--- src/rtl/burst_pkg.sv ---
package burst_pkg;
  typedef enum logic [2:0] {
    OP_IDLE  = 3'd0,
    OP_LOAD  = 3'd1,
    OP_DESEL = 3'd2,
    OP_STEP  = 3'd3,
    OP_HOLD  = 3'd4
  } burst_op_t;
endpackage

--- src/rtl/burst_strobe_decode.sv ---
module burst_strobe_decode
  import burst_pkg::*;
(
  input  logic      clk,
  input  logic      rst,
  input  logic      proc_strb_n,
  input  logic      ctrl_strb_n,
  input  logic      adv_n,
  input  logic      ce1_n,
  input  logic      ce2,
  input  logic      ce3_n,
  input  logic      active,
  output burst_op_t op
);
  logic proc_hit;
  logic ctrl_hit;
  logic enables_ok;

  assign proc_hit   = !proc_strb_n && !ce1_n;
  assign ctrl_hit   = !ctrl_strb_n;
  assign enables_ok = !ce1_n && ce2 && !ce3_n;

  // Processor strobe takes priority; controller strobe is considered only without it.
  always_comb begin
    if (proc_hit) begin
      op = enables_ok ? OP_LOAD : OP_DESEL;
    end else if (ctrl_hit) begin
      op = enables_ok ? OP_LOAD : OP_DESEL;
    end else if (!active) begin
      op = OP_IDLE;
    end else if (!adv_n) begin
      op = OP_STEP;
    end else begin
      op = OP_HOLD;
    end
  end

  // with enable 1 high and no controller strobe, nothing opens or closes an access
  p_ce1_gates_proc_r4: assert property (@(posedge clk) disable iff (rst)
    (ce1_n && ctrl_strb_n) |-> (op != OP_LOAD && op != OP_DESEL));

  // no strobe and advance low on an active burst always steps
  p_continue_any_ce_r10: assert property (@(posedge clk) disable iff (rst)
    (proc_strb_n && ctrl_strb_n && !adv_n && active) |-> (op == OP_STEP));
endmodule

--- src/rtl/burst_step_counter.sv ---
module burst_step_counter
  import burst_pkg::*;
#(
  parameter int CNT_W = 2
) (
  input  logic             clk,
  input  logic             rst,
  input  burst_op_t        op,
  input  logic [CNT_W-1:0] start_lo,
  input  logic             mode_ilv,
  output logic [CNT_W-1:0] next_lo
);
  logic [CNT_W-1:0] base_q;
  logic [CNT_W-1:0] beat_q;
  logic [CNT_W-1:0] beat_nx;

  assign beat_nx = beat_q + CNT_W'(1);

  always_ff @(posedge clk) begin
    if (rst) begin
      base_q <= '0;
      beat_q <= '0;
    end else if (op == OP_LOAD) begin
      base_q <= start_lo;
      beat_q <= '0;
    end else if (op == OP_STEP) begin
      beat_q <= beat_nx;
    end
  end

  // Order chosen per cycle from the sampled mode pin.
  always_comb begin
    if (mode_ilv) next_lo = base_q ^ beat_nx;
    else          next_lo = base_q + beat_nx;
  end
endmodule

--- src/rtl/burst_addr_gen.sv ---
module burst_addr_gen
  import burst_pkg::*;
#(
  parameter int ADDR_W = 17
) (
  input  logic              clk,
  input  logic              rst,
  input  logic [ADDR_W-1:0] addr_in,
  input  logic              proc_strb_n,
  input  logic              ctrl_strb_n,
  input  logic              adv_n,
  input  logic              ce1_n,
  input  logic              ce2,
  input  logic              ce3_n,
  input  logic              mode_ilv,
  output logic [ADDR_W-1:0] addr_out,
  output logic              sel_valid
);
  localparam int LO_W = 2;
  localparam int HI_W = ADDR_W - LO_W;

  burst_op_t       op;
  logic [LO_W-1:0] next_lo;
  logic [HI_W-1:0] hi_q;
  logic [LO_W-1:0] lo_q;
  logic            valid_q;

  burst_strobe_decode u_dec (
    .clk         (clk),
    .rst         (rst),
    .proc_strb_n (proc_strb_n),
    .ctrl_strb_n (ctrl_strb_n),
    .adv_n       (adv_n),
    .ce1_n       (ce1_n),
    .ce2         (ce2),
    .ce3_n       (ce3_n),
    .active      (valid_q),
    .op          (op)
  );

  burst_step_counter #(.CNT_W(LO_W)) u_cnt (
    .clk      (clk),
    .rst      (rst),
    .op       (op),
    .start_lo (addr_in[LO_W-1:0]),
    .mode_ilv (mode_ilv),
    .next_lo  (next_lo)
  );

  always_ff @(posedge clk) begin
    if (rst) begin
      hi_q    <= '0;
      lo_q    <= '0;
      valid_q <= 1'b0;
    end else begin
      case (op)
        OP_LOAD: begin
          hi_q    <= addr_in[ADDR_W-1:LO_W];
          lo_q    <= addr_in[LO_W-1:0];
          valid_q <= 1'b1;
        end
        OP_DESEL: valid_q <= 1'b0;
        OP_STEP:  lo_q    <= next_lo;
        default:  ;
      endcase
    end
  end

  assign addr_out  = {hi_q, lo_q};
  assign sel_valid = valid_q;

  p_reset_clear_r1: assert property (@(posedge clk)
    rst |=> (!sel_valid && addr_out == '0));

  p_load_capture_r2: assert property (@(posedge clk) disable iff (rst)
    (op == OP_LOAD) |=> (sel_valid && addr_out == $past(addr_in)));

  p_desel_keeps_addr_r5: assert property (@(posedge clk) disable iff (rst)
    (op == OP_DESEL) |=> (!sel_valid && $stable(addr_out)));

  p_linear_step_r7: assert property (@(posedge clk) disable iff (rst)
    (op == OP_STEP && !mode_ilv) |=> (addr_out[LO_W-1:0] == $past(addr_out[LO_W-1:0]) + LO_W'(1)));

  p_hold_r8: assert property (@(posedge clk) disable iff (rst)
    (op == OP_HOLD) |=> ($stable(addr_out) && $stable(sel_valid)));

  p_upper_fixed_r9: assert property (@(posedge clk) disable iff (rst)
    (op == OP_STEP) |=> (addr_out[ADDR_W-1:LO_W] == $past(addr_out[ADDR_W-1:LO_W])));

  p_idle_inert_r11: assert property (@(posedge clk) disable iff (rst)
    (!sel_valid && proc_strb_n && ctrl_strb_n) |=> (!sel_valid && $stable(addr_out)));
endmodule

--- config.mk ---
export PLATFORM = sky130hd
export DESIGN_NAME = burst_addr_gen
export DESIGN_NICKNAME = d
export VERILOG_FILES = /design/src/rtl/burst_pkg.sv /design/src/rtl/burst_strobe_decode.sv /design/src/rtl/burst_step_counter.sv /design/src/rtl/burst_addr_gen.sv
export SDC_FILE = /design/constraint.sdc
export NUM_CORES = 1
export LEC_CHECK = 0
export ABC_CLOCK_PERIOD_IN_PS = 2340
export BUFFER_PORTS_ARGS = -buffer_cell sky130_fd_sc_hd__buf_2
export CAP_MARGIN = 20
export CORE_UTILIZATION = 47
export CTS_CLUSTER_SIZE = 30
export DETAILED_ROUTE_END_ITERATION = 16
export MAX_ROUTING_LAYER = met4
export PLACE_DENSITY = 0.86
export REMOVE_ABC_BUFFERS = 1
export SLEW_MARGIN = 0
export SYNTH_ARGS = -nofsm -noshare
export SYNTH_HDL_FRONTEND = slang
export SYNTH_SLANG_ARGS = --single-unit
--- constraint.sdc ---
create_clock -name clk -period 2.34 [get_ports clk]
set_clock_uncertainty 0.05 [all_clocks]
set_input_delay 0.351 -clock clk [delete_from_list [all_inputs] [get_ports clk]]
set_output_delay 0.351 -clock clk [all_outputs]
set_load 0.01 [all_outputs]
==> reports/qor.yml, run 1 <==
avgRoutedWirePerCell_um: 10.4
grt_max_degree: 23
switchingPower_uw: 156
hold_viol: 0
drt_wl_total_um: 1760
cts_tree: "yes"
synth_cell_types: 20
vias_per_cell: 4.82
switching_share_pct: 20.9
yosys.area.top_type: "dfxtp_1"
clkPwrFrac_pct: 38.7
fin_tns_setup_ns: 0
ys_ff_latch: 22
p_int_uw: 590
antenna_cells: 0
globalplace.congestion: 0.762
p_comb_share_pct: 9.0
post_cts_buffers: 0
drc: 0
worst_ep_required_time_ns: 2.52
start_util_pct: 50.3
worstSetupPathType: "reg2reg"
ctsResizeCount: 0
io_pins: 44
grt_pass1_vias: 774
clkSinkCount: 22
areaGrowthSynthToFinish_pct: 30.5
clk_latency_ns: 0.31
power_frac_seq_pct: 52.2
multi_input_area_um2: 394
synth-edff-count: 0
place_hpwl_um: 1330
setup_viol: 0
grt_usage_pct: 20.4
reg2reg_from: "u_cnt.beat_q[0]"
cap_violations: 0
synthCells: 103
final_nets: 172
cp_max_fo: 3
cts_root_buf: "clkbuf_4"
worstSetupEndpointType: "register"
grt_pass1_wl_um: 2920
p_leak_nw: 0.518
fp.dieArea_um2: 2040
rrSetupSlack_ns: 0.71
cts_made_buffers: 3
worstHoldStart: "addr_in[15]"
fmax_mhz: 615
power_density_nw_per_um2: 652
die_w_um: 45.2
cts_htree_levels: 1
drive_gt1_share_pct: 36.1
min_period_over_period_pct: 69.5
crit_start: "u_cnt.beat_q[0]"
async_reset_ff_share_pct: 0
r2r-end: "lo_q[1]"
io_buffers: 43
synth_top_area_share_pct: 50.2
ir_drop_uv: 427
yosys-top-cells-area: "dfxtp_1 (50%), nand2_1 (16%), a21oi_1 (10%)"
clk_path_buf_depth: 2
regArea_um2: 440
vias: 815
die_h_um: 45.2
hold-path-endpoint: "hi_q[13]"
whs_ns: 0.207
maxSlewHeadroom_pct: 53.7
synth_flop_cell: "dfxtp_1"
fill_cells: 170
period_needed_ns: 1.63
rows: 15
cts_hold_buf: 0
antenna_left: 0
rsz0062_at_grt: "no"
grt_overflow: 0
tightest_slew_ns: 0.692
run_status: "finished, final reports clean"
clk_pin_slew_ns: 0.12
reg2reg_depth: 6
dr.pass1.iters: 2
drv_slew: 0
crit_path_start_kind: "register"
worstPathArrival_ns: 1.81
hold_depth: 3
antenna_found_initial: 0
initialDrtViolationCount: 4
synth.avg_cell_area_um2: 8.52
hold_class: "in2reg"
core_area_um2: 1750
yosysMostFrequentCell: "nand2_1"
ys_warn_count: 0
syn-cell-area_um2: 877
netlist_top_cells_count: "nand2_1 (37), dfxtp_1 (22), a21oi_1 (18)"
yosysSeqAreaShare_pct: 50.2
-- worst max path at each step --
stage                    to  slack (ns)
floorplan           lo_q[1]        0.87
global placement    lo_q[1]        0.71
detailed placement  lo_q[1]        0.63
CTS                 lo_q[1]        0.71
global route        lo_q[1]        0.65
finish              lo_q[1]        0.71
-- metrics by stage --
step | instance area [µm²] | util [%] | cells | total power, mW | setup WS (ns)
final | 1140 | 65.6 | 169 | 0.746 | 0.713
after global routing | 1140 | 65.6 | 169 | 0.774 | 0.651
after CTS | 1140 | 65.6 | 169 | 0.753 | 0.713
after detailed placement | 1090 | 62.6 | 165 | 0.466 | 0.634
after global placement | 1090 | 62.6 | 165 | 0.464 | 0.708
after floorplan | 838 | - | 96 | 0.424 | 0.866
-- flip-flops by register name, indices dropped and copies added (netlist names) --
name          flops
sel_valid         1
lo_q              2
u_cnt.base_q      2
hi_q             15
u_cnt.beat_q      2
-- cell usage in the layout (no fill, tap or decap) --
cell type	count
a21oi_1	18
a311oi_1	1
a311oi_2	1
and3_1	1
buf_2	43
buf_4	1
bufinv_16	1
clkbuf_4	3
dfxtp_1	22
ha_1	1
inv_1	1
nand2_1	37
nand3_1	1
nor2_1	2
nor2b_4	2
nor3_1	3
o211ai_2	1
or2_1	1
xnor2_1	2
xnor3_1	1
xor2_1	1
-- cells by family (layout without fill, tap and decap cells) --
logic type	after synthesis	after routing	synth area share, %
AO/OA/AOI/OAI	21	21	14.4
XOR/XNOR	4	4	5.56
adder cells (fa/ha/maj)	1	1	1.43
buffers and inverters	8	49	4.85
flip-flops	22	22	50.2
AND/OR/NAND/NOR	47	47	23.5
-- power groups by stage --
stage | logic [mW] | clock network [mW] | registers [mW]
floorplan | 0.0219 | 0 | 0.403
global placement | 0.0660 | 0 | 0.398
detailed placement | 0.0678 | 0 | 0.398
CTS | 0.0683 | 0.295 | 0.390
global route | 0.0755 | 0.307 | 0.391
finish | 0.0675 | 0.289 | 0.390
-- per-layer routing --
| layer | routed length [µm] | track usage (%) |
|---|---|---|
| met5 | 0 | - |
| met1 | 759 | 21.8 |
| met2 | 823 | 35.1 |
| met3 | 125 | 3.60 |
| met4 | 50 | 12.1 |
-- layout make-up --
cell class / count / area share [%]
sequential: 22 / 38.5
clock buffer: 3 / 1.97
tap: 25 / 2.73
clock inverter: 1 / 2.62
multi-input combinational: 73 / 34.4
inverter: 1 / 0.328
timing repair buffer: 44 / 19.5
-- critical path, cell delays in order, from the launching register on --
cell and delay, ns:
dfxtp_1 0.36, inv_1 0.08, ha_1 0.20, nor2b_4 0.12, xnor3_1 0.32, nor2b_4 0.14
a311oi_2 0.27
No activity file was read; power rests on OpenSTA's default activity.
==> inputs of run 2 (changes only) <==
--- a/config.mk
+++ b/config.mk
@@ -5,14 +5,15 @@
 export SDC_FILE = /design/constraint.sdc
 export NUM_CORES = 1
 export LEC_CHECK = 0
-export ABC_CLOCK_PERIOD_IN_PS = 2340
+export ABC_AREA = 1
+export ABC_CLOCK_PERIOD_IN_PS = 1400
 export BUFFER_PORTS_ARGS = -buffer_cell sky130_fd_sc_hd__buf_2
 export CAP_MARGIN = 20
-export CORE_UTILIZATION = 47
+export CORE_UTILIZATION = 40
 export CTS_CLUSTER_SIZE = 30
 export DETAILED_ROUTE_END_ITERATION = 16
 export MAX_ROUTING_LAYER = met4
-export PLACE_DENSITY = 0.86
+export PLACE_DENSITY = 0.77
 export REMOVE_ABC_BUFFERS = 1
 export SLEW_MARGIN = 0
 export SYNTH_ARGS = -nofsm -noshare
==> constraint.sdc (replaced) <==
create_clock -name clk -period 1.4 [get_ports clk]
set_clock_uncertainty 0.05 [all_clocks]
set_input_delay 0.21 -clock clk [delete_from_list [all_inputs] [get_ports clk]]
set_output_delay 0.21 -clock clk [all_outputs]
set_load 0.01 [all_outputs]
==> run 2 against run 1 <==
Effect of this change: critical path depth grew 1; non-clock buffer count stayed put; sequential power increased by 69%; setup slack got worse by 0.56 ns; maximum frequency is 31% higher; cell area is 3.8% higher; via count is 15% higher; sequential cell count is the same; total power grew 54%; die area rose by 24%; global-route usage shrank 3.1 points; core utilization fell by 12 points.
==> reports/qor.yml, run 2 <==
run_status: "finished, final reports clean"
clk_path_buf_depth: 2
antenna_found_initial: 0
final_nets: 198
worstSetupEndpointType: "register"
io_pins: 44
fp.dieArea_um2: 2530
synthMuxAreaShare_pct: 0
yosysSeqAreaShare_pct: 47.2
async_reset_ff_share_pct: 0
grt_overflow: 0
ctsResizeCount: 0
min_period_over_period_pct: 88.9
worstPathArrival_ns: 1.44
dr.pass1.iters: 4
setup_viol: 0
cp_cell_sequence: "inv_1 > ha_1 > nand2_1 > nand2_1 > nand3_1 > nand3_1 > a21oi_2"
cap_violations: 0
die_h_um: 50.3
place_hpwl_um: 1570
synth-edff-count: 0
vias: 934
layout_commonest_cell: "buf_2"
tightest_slew_ns: 0.366
cts_hold_buf: 0
synth.avg_cell_area_um2: 7.40
cts_made_buffers: 3
avgRoutedWirePerCell_um: 10.3
ys_ff_latch: 22
drive_gt1_share_pct: 33.5
synth_compound_area_share_pct: 12.9
hold_class: "in2reg"
cts_root_buf: "clkbuf_4"
ir_drop_uv: 395
fin_tns_setup_ns: 0
drc: 0
grt_max_degree: 21
period_needed_ns: 1.24
antenna_cells: 0
synth-xor-area-share_pct: 0
synth_flop_cell: "dfxtp_1"
grt_pass1_vias: 829
vias_per_cell: 4.72
most-common-layout-cells: "buf_2 (43), nor2_1 (33), dfxtp_1 (22), nand2_1 (20), o21ai_0 (16)"
slowest_delay_ns: 0.37
synth-adder-area-share_pct: 1.34
yosys-top-cells-area: "dfxtp_1 (47%), nor2_1 (13%), o21ai_0 (8.6%)"
fmax_mhz: 803
maxSlewHeadroom_pct: 75.6
globalplace.congestion: 0.870
grt_usage_pct: 17.3
cts_htree_levels: 1
worst_ep_required_time_ns: 1.60
regMostFlops: "hi_q"
largest_register_ffs: 15
path_delay_family: "flip-flops"
p_leak_nw: 0.588
ys_warn_count: 0
cp_max_fo: 3
core_area_um2: 2210
synth_top_family_by_area: "simple AND/OR/NAND/NOR gates"
rows: 17
yosysMostFrequentCell: "nor2_1"
clk_latency_ns: 0.30
synth-simple-area-share_pct: 30.5
clkSinkCount: 22
power_density_nw_per_um2: 964
synth_top_area_share_pct: 47.2
final_cells: 198
initialDrtViolationCount: 25
hold_viol: 0
netlist_top_cells_count: "nor2_1 (33), dfxtp_1 (22), nand2_1 (20)"
areaGrowthSynthToFinish_pct: 27.5
synthCells: 126
grt_pass1_wl_um: 3270
path_buf_inv: 1
syn-cell-area_um2: 932
drv_slew: 0
post_cts_buffers: 0
start_util_pct: 42.1
die_w_um: 50.3
clk_pin_slew_ns: 0.11
synth_cell_types: 16
cts_tree: "yes"
yosys.area.top_type: "dfxtp_1"
io_buffers: 43
crit_path_start_kind: "register"
placedCellCount: 194
rsz0062_at_grt: "no"
worstSetupPathType: "reg2reg"
antenna_left: 0
slowest_stage: "dfxtp_1"
drt_wl_total_um: 2030
==> run 2: cell count changes after synthesis, moves of 3 or more <==
cell / delta
nor2_1: +31
nand2_1: -17
o21ai_0: +16
a21oi_1: -13
inv_1: +9
nand2_2: +4
nand3_1: +4
buf_4: -3
buf_6: +3
nor3_1: -3
==> run 2: per-layer routing <==
metal / routed length [µm] / up-vias / global-route usage, %
li1: - / 488 / -
met1: 915 / 404 / 20.2
met2: 940 / 37 / 28.4
met3: 146 / 5 / 3.64
met4: 29 / 0 / 7.62
met5: 0 / - / -
==> run 2: power breakdown <==
group / total, mW / leakage, nW / internal, mW / switching (mW)
registers: 0.659 / 0.179 / 0.648 / 0.0110
clock network: 0.339 / 0.0210 / 0.159 / 0.180
logic: 0.148 / 0.389 / 0.0668 / 0.0811
==> run 2: final timing paths <==
check / cells past startpoint / from / slack [ns] / to
hold / removal: 2 / rst / 0.06 / lo_q[1]
setup reg to reg: 7 / u_cnt.beat_q[0] / 0.16 / lo_q[1]
setup / recovery: 7 / u_cnt.beat_q[0] / 0.16 / lo_q[1]
hold reg to reg: 2 / u_cnt.base_q[0] / 0.44 / u_cnt.base_q[0]
==> run 2: area by class of cell <==
type                    instances  area (µm²)
clock buffers                   4        36.3
fillers                       221        1020
inverters                      10        37.5
multi-input cells              90         417
flip-flops and latches         22         440
well taps                      28        35.0
repair buffers                 44         223
==> run 2: cell families after synthesis <==
family                   count (synthesis)
AO/OA/AOI/OAI                           23
AND/OR/NAND/NOR                         66
adder cells (fa/ha/maj)                  1
buffers and inverters                   14
flip-flops                              22
==> run 2: metrics by stage <==
step,cell area (µm²),hold WS [ns],utilization (%),power (mW),worst slack (ns)
floorplan,895,0.222,-,0.749,0.310
global placement,1150,0.389,52.1,0.817,0.207
detailed placement,1150,0.393,52.1,0.822,0.165
CTS,1190,0.0543,53.7,1.16,0.143
global route,1190,0.0530,53.7,1.21,0.0431
finish,1190,0.0648,53.7,1.15,0.155
